[src/rtl/fsc_pkg.sv]
package fsc_pkg;
  localparam int STAT_W = 13;

  // Status word layout, MSB first: bit 12 down to bit 0
  typedef struct packed {
    logic       uncorr;   // 12
    logic       tmo;      // 11
    logic       berr;     // 10
    logic [1:0] lvl;      // 9:8
    logic       store;    // 7
    logic       fetch;    // 6
    logic       sup;      // 5
    logic [2:0] kind;     // 4:2
    logic       fav;      // 1
    logic       ovw;      // 0
  } stat_t;

  typedef struct packed {
    logic [2:0] kind;
    logic       sup;
    logic       fetch;
    logic       store;
    logic [1:0] lvl;
    logic       berr;
    logic       tmo;
    logic       uncorr;
    logic       aok;
  } evt_t;
endpackage

[src/rtl/fsc_capture.sv]
module fsc_capture
  import fsc_pkg::*;
(
  input  logic  clk,
  input  logic  rst,
  input  logic  evt_valid,
  input  evt_t  evt,
  input  logic  clr,
  output stat_t stat_q,
  output logic  irq_q
);
  stat_t base, nxt;
  logic  held_q, held_base;

  always_comb begin
    base      = clr ? '0 : stat_q;
    held_base = clr ? 1'b0 : held_q;
    nxt       = base;
    if (evt_valid) begin
      nxt.kind   = evt.kind;
      nxt.sup    = evt.sup;
      nxt.fetch  = evt.fetch;
      nxt.store  = evt.store;
      nxt.lvl    = evt.lvl;
      nxt.fav    = evt.aok;
      nxt.berr   = base.berr   | evt.berr;
      nxt.tmo    = base.tmo    | evt.tmo;
      nxt.uncorr = base.uncorr | evt.uncorr;
      nxt.ovw    = base.ovw    | held_base;
    end
  end

  always_ff @(posedge clk) begin
    if (rst) begin
      stat_q <= '0;
      held_q <= 1'b0;
      irq_q  <= 1'b0;
    end else begin
      stat_q <= nxt;
      held_q <= held_base | evt_valid;
      irq_q  <= (nxt.kind != 3'd0) | nxt.berr | nxt.tmo | nxt.uncorr;
    end
  end
endmodule

[src/rtl/fsc_addr_reg.sv]
module fsc_addr_reg #(
  parameter int AW = 32
) (
  input  logic          clk,
  input  logic          rst,
  input  logic          load,
  input  logic [AW-1:0] addr_in,
  output logic [AW-1:0] addr_q
);
  always_ff @(posedge clk) begin
    if (rst)       addr_q <= '0;
    else if (load) addr_q <= addr_in;
  end
endmodule

[src/rtl/fsc_readout.sv]
module fsc_readout
  import fsc_pkg::*;
#(
  parameter int DW = 32,
  parameter int AW = 32
) (
  input  logic          clk,
  input  logic          rst,
  input  logic          rd,
  input  logic          sel,
  input  stat_t         stat,
  input  logic [AW-1:0] addr,
  output logic [DW-1:0] rd_data
);
  localparam int PADW = DW - STAT_W;

  logic [DW-1:0] stat_ext;
  logic [DW-1:0] addr_ext;

  assign stat_ext = {{PADW{1'b0}}, stat};

  generate
    if (AW >= DW) begin : g_trunc
      assign addr_ext = addr[DW-1:0];
    end else begin : g_pad
      assign addr_ext = {{(DW-AW){1'b0}}, addr};
    end
  endgenerate

  always_ff @(posedge clk) begin
    if (rst)     rd_data <= '0;
    else if (rd) rd_data <= sel ? addr_ext : stat_ext;
  end
endmodule

[src/rtl/fault_status_capture.sv]
module fault_status_capture
  import fsc_pkg::*;
#(
  parameter int DW = 32,
  parameter int AW = 32
) (
  input  logic          clk,
  input  logic          rst,
  input  logic          flt_valid,
  input  logic [2:0]    flt_kind,
  input  logic          flt_super,
  input  logic          flt_fetch,
  input  logic          flt_store,
  input  logic [1:0]    flt_level,
  input  logic          flt_bus_err,
  input  logic          flt_timeout,
  input  logic          flt_uncorr,
  input  logic          flt_addr_ok,
  input  logic [AW-1:0] flt_addr,
  input  logic          reg_rd,
  input  logic          reg_sel,
  output logic [DW-1:0] rd_data,
  output logic          irq_pending
);
  evt_t              evt;
  stat_t             stat_q;
  logic [STAT_W-1:0] stat_bits;
  logic [AW-1:0]     addr_q;
  logic              stat_clr;

  assign evt = '{kind: flt_kind, sup: flt_super, fetch: flt_fetch,
                 store: flt_store, lvl: flt_level, berr: flt_bus_err,
                 tmo: flt_timeout, uncorr: flt_uncorr, aok: flt_addr_ok};

  assign stat_clr  = reg_rd & ~reg_sel;
  assign stat_bits = stat_q;

  fsc_capture u_cap (
    .clk(clk), .rst(rst), .evt_valid(flt_valid), .evt(evt),
    .clr(stat_clr), .stat_q(stat_q), .irq_q(irq_pending)
  );

  fsc_addr_reg #(.AW(AW)) u_addr (
    .clk(clk), .rst(rst), .load(flt_valid & flt_addr_ok),
    .addr_in(flt_addr), .addr_q(addr_q)
  );

  fsc_readout #(.DW(DW), .AW(AW)) u_rd (
    .clk(clk), .rst(rst), .rd(reg_rd), .sel(reg_sel),
    .stat(stat_q), .addr(addr_q), .rd_data(rd_data)
  );
endmodule

[config.mk]
export PLATFORM = sky130hd
export DESIGN_NAME = fault_status_capture
export DESIGN_NICKNAME = d
export VERILOG_FILES = /design/src/rtl/fsc_pkg.sv /design/src/rtl/fsc_capture.sv /design/src/rtl/fsc_addr_reg.sv /design/src/rtl/fsc_readout.sv /design/src/rtl/fault_status_capture.sv
export SDC_FILE = /design/constraint.sdc
export NUM_CORES = 1
export LEC_CHECK = 0
export BUFFER_PORTS_ARGS = -buffer_cell sky130_fd_sc_hd__clkbuf_2
export CORE_MARGIN = 1
export CORE_UTILIZATION = 50
export DETAILED_ROUTE_END_ITERATION = 7
export GPL_ROUTABILITY_DRIVEN = 0
export MAX_ROUTING_LAYER = met4
export PLACE_DENSITY = 0.78
export SYNTH_ARGS = -nofsm -noshare
export SYNTH_HDL_FRONTEND = slang
export SYNTH_HIERARCHICAL = 1
export SYNTH_SLANG_ARGS = --single-unit
[constraint.sdc]
create_clock -name clk -period 1.7 [get_ports clk]
set_input_delay 0.34 -clock clk [delete_from_list [all_inputs] [get_ports clk]]
set_output_delay 0.34 -clock clk [all_outputs]
set_load 0.02 [all_outputs]
==> impl_metrics.yaml <==
cts:
  cts_sinks: 79
  cts.htree.levels: 3
  ctsHoldBuffers: 0
  ctsLongestPathBuffers: 2
  cts_root_buffer: "sky130_fd_sc_hd__clkbuf_8"
  worstSkewPairLatency_ns: 0.34
  cts_setup_buffers: 0
  cts-resized-gates: 0
  cts.clk_slew.worst_paths_ns: 0.08
  numCtsBuffers: 9
  cts_tree: "done"
final_layout:
  area_growth_pct: 21.71
  num-nets-final: 435
  multiInputGateArea_um2: 1290
  antenna_cells: 0
  layout.cells.most_common: "sky130_fd_sc_hd__clkbuf_2"
  final_cell_mix: "sky130_fd_sc_hd__clkbuf_2, sky130_fd_sc_hd__dfxtp_1, sky130_fd_sc_hd__nor2_1, sky130_fd_sc_hd__mux2i_1, sky130_fd_sc_hd__a21oi_1"
  layout-drive-gt1-share: 0.2769
  sequential_cell_area_um2: 1582
  num-fill-cells: 528
worst_setup_path:
  timing.rr.end: "u_cap/irq_q$_SDFF_PP0_"
  critical_path.max_fanout: 2
  worst-setup-path-type: "reg -> out"
  cp_data_arrival_time_ns: 0.87
  crit_path_end_kind: "primary output"
  timing.critical_path.slowest_cell_delay_ns: 0.35
  startpoint: "u_rd/rd_data[7]$_SDFFE_PP0P_"
  r2r.worst_path.cells: 3
  reg2reg_slack_ns: 0.66
  critical_path_buf_inv_count: 1
  crit_required_ns: 1.36
  cp_slowest_cell: "sky130_fd_sc_hd__dfxtp_1"
  path_depth: 1
  worst_flop_to_flop_path_startpoint: "u_cap/stat_q[4]$_SDFF_PP0_"
  critical_path.top_delay_family: "flip-flops"
  cell_chain_of_the_critical_path: "clkbuf_2"
  crit_path_start_kind: "register"
  setup.worst_path.end: "rd_data[7]"
global_route:
  grt_start_max_net_pins: 39
  grt_usage: 0.2149
  first_global_vias: 2174
  global_route_wire_length_before_repair_mm: 10.10
  antenna_found_initial: 0
  gr-total-overflow: 0
synthesis:
  cell_type_with_the_highest_aggregate_area_in_the_netlist: "sky130_fd_sc_hd__dfxtp_1"
  syn_inst: 309
  top_area_cell_type_share_of_the_netlist_area: 0.5157
  netlist-cell-type-count: 23
  net_count_after_synthesis: 358
  netlist_top_cells_area: "sky130_fd_sc_hd__dfxtp_1, sky130_fd_sc_hd__mux2i_1, sky130_fd_sc_hd__nor2_1"
  yosysWarnings: 6
  yosysSeqAreaShare: 0.5157
  synthesis.area_um2: 3067
  post_synth.cell_area_avg_um2: 9.925
  ys_seq_elements: 79
outcome:
  run_status: "complete, no violations"
detailed_routing:
  remaining_drc_errors: 0
  routed_wl_mm: 6.232
  wire_per_inst_um: 13.40
  dr_total_vias: 2381
  detail-route-antenna-nets: 0
  routed_via_density: 5.120
  drt_first_iter_violations: 113
  drt-pass1-iter-count: 4
floorplanning:
  io_pins: 82
  core_region_area_um2: 5921
  die_area_um2: 6451
  die_w_um: 80.32
  rows: 28
  initial_utilization: 0.5180
  floorplan.die.height_um: 80.32
timing:
  slew_headroom: 0.7430
  whs_ns: 0.2301
  finalCriticalPeriod_ns: 1.211
  setup-tns-final_ns: 0
  maxSlewViolCount: 0
  skew_ns: 0.006685
  rsz0062_at_grt: "false"
  final.period_utilization: 0.7124
  max_clock_freq_mhz: 825.7
  finalSetupViolations: 0
  tightest_slew_ns: 0.3856
  finalHoldViolCount: 0
  worst_slack_ns: 0.4888
power_and_ir_drop:
  power_frac_comb: 0.099
  net-switching-power_mw: 0.8966
  sequentialPowerShare: 0.487
  power.ir.vdd_worst_mv: 0.6271
  power_density_nw_per_um2: 1088
  power.total_mw: 4.061
  clkPwrFrac: 0.414
  internal_power_mw: 3.165
  switching_share_of_power: 0.2208
  power.leakage_nw: 1.604
worst_hold_path:
  hold_path.class: "in -> reg"
place:
  worst_slack_at_placement_ns: 0.2582
  dp_hpwl_mm: 4.300
  quantity_of_i_o_buffers_inserted_on_ports: 81
job:
  max-cap-violations: 0
flip-flops by register name, summed over array words and instances (netlist names):
name           count
u_cap/stat_q      13
u_cap/held_q       1
u_rd/rd_data      32
u_cap/irq_q        1
u_addr/addr_q     32
power by group through the flow:
stage | Sequential, mW | Combinational [mW] | Clock [mW]
floorplan | 2.04 | 0.249 | 0
global placement | 2.02 | 0.396 | 0
detailed placement | 2.02 | 0.405 | 0
CTS | 1.98 | 0.407 | 1.72
global route | 1.99 | 0.445 | 1.79
finish | 1.98 | 0.403 | 1.68
layout make-up:
class,instances,area share
inverter,1,0.001006
clock inverter,3,0.02414
timing repair buffer,91,0.1388
clock buffer,12,0.04157
multi-input combinational,204,0.3456
sequential,79,0.4237
tap,75,0.02514
per-layer routing:
| metal | track usage | wire length [µm] | up-vias |
|---|---|---|---|
| met5 | - | 0 | - |
| met4 | 0.08214 | 104 | 0 |
| met3 | 0.05909 | 336 | 11 |
| met2 | 0.3154 | 2799 | 76 |
| met1 | 0.2817 | 2992 | 1072 |
| li1 | - | - | 1222 |
Yosys cell counts:
library cell and n:
sky130_fd_sc_hd__dfxtp_1 79, sky130_fd_sc_hd__nor2b_4 1, sky130_fd_sc_hd__or4_1 1, sky130_fd_sc_hd__nand3_1 19, sky130_fd_sc_hd__buf_6 3, sky130_fd_sc_hd__buf_12 4
sky130_fd_sc_hd__or3b_1 1, sky130_fd_sc_hd__nor3_1 1, sky130_fd_sc_hd__and2_1 1, sky130_fd_sc_hd__clkbuf_1 9, sky130_fd_sc_hd__buf_2 9, sky130_fd_sc_hd__o21ba_1 1
sky130_fd_sc_hd__nor2b_1 1, sky130_fd_sc_hd__inv_2 1, sky130_fd_sc_hd__a22oi_1 5, sky130_fd_sc_hd__nand2b_1 19, sky130_fd_sc_hd__nor3b_1 6, sky130_fd_sc_hd__mux2i_1 46
sky130_fd_sc_hd__o41ai_1 1, sky130_fd_sc_hd__a21oi_1 28, sky130_fd_sc_hd__a211oi_1 13, sky130_fd_sc_hd__o22ai_1 1, sky130_fd_sc_hd__nor2_1 59
metrics by stage:
step	utilization	cell area, µm²	cells
finish	0.6304	3732	465
global route	0.6304	3732	465
CTS	0.6304	3732	465
detailed placement	0.5890	3487	450
global placement	0.5890	3487	450
floorplan	-	3067	309
logic make-up after synthesis:
kind of cell	after synthesis	share of synthesized area
simple gates	109	0.1722
flops	79	0.5157
mux	46	0.1501
compound gates	49	0.09792
buf+inv	26	0.06405
worst min-delay path by stage:
stage,startpoint,to,slack [ns],cells past startpoint
final,flt_addr[1],u_addr/addr_q[1]$_SDFFE_PP0P_,0.23,3
after global routing,flt_super,u_cap/stat_q[5]$_SDFFE_PP0P_,0.23,3
after CTS,flt_super,u_cap/stat_q[5]$_SDFFE_PP0P_,0.22,3
after floorplan,rst,u_cap/irq_q$_SDFF_PP0_,0.41,1
after detailed placement,u_rd/rd_data[18]$_SDFFE_PP0P_,u_rd/rd_data[18]$_SDFFE_PP0P_,0.46,2
after global placement,u_rd/rd_data[27]$_SDFFE_PP0P_,u_rd/rd_data[27]$_SDFFE_PP0P_,0.45,2
Power figures use the tool's default switching activity.
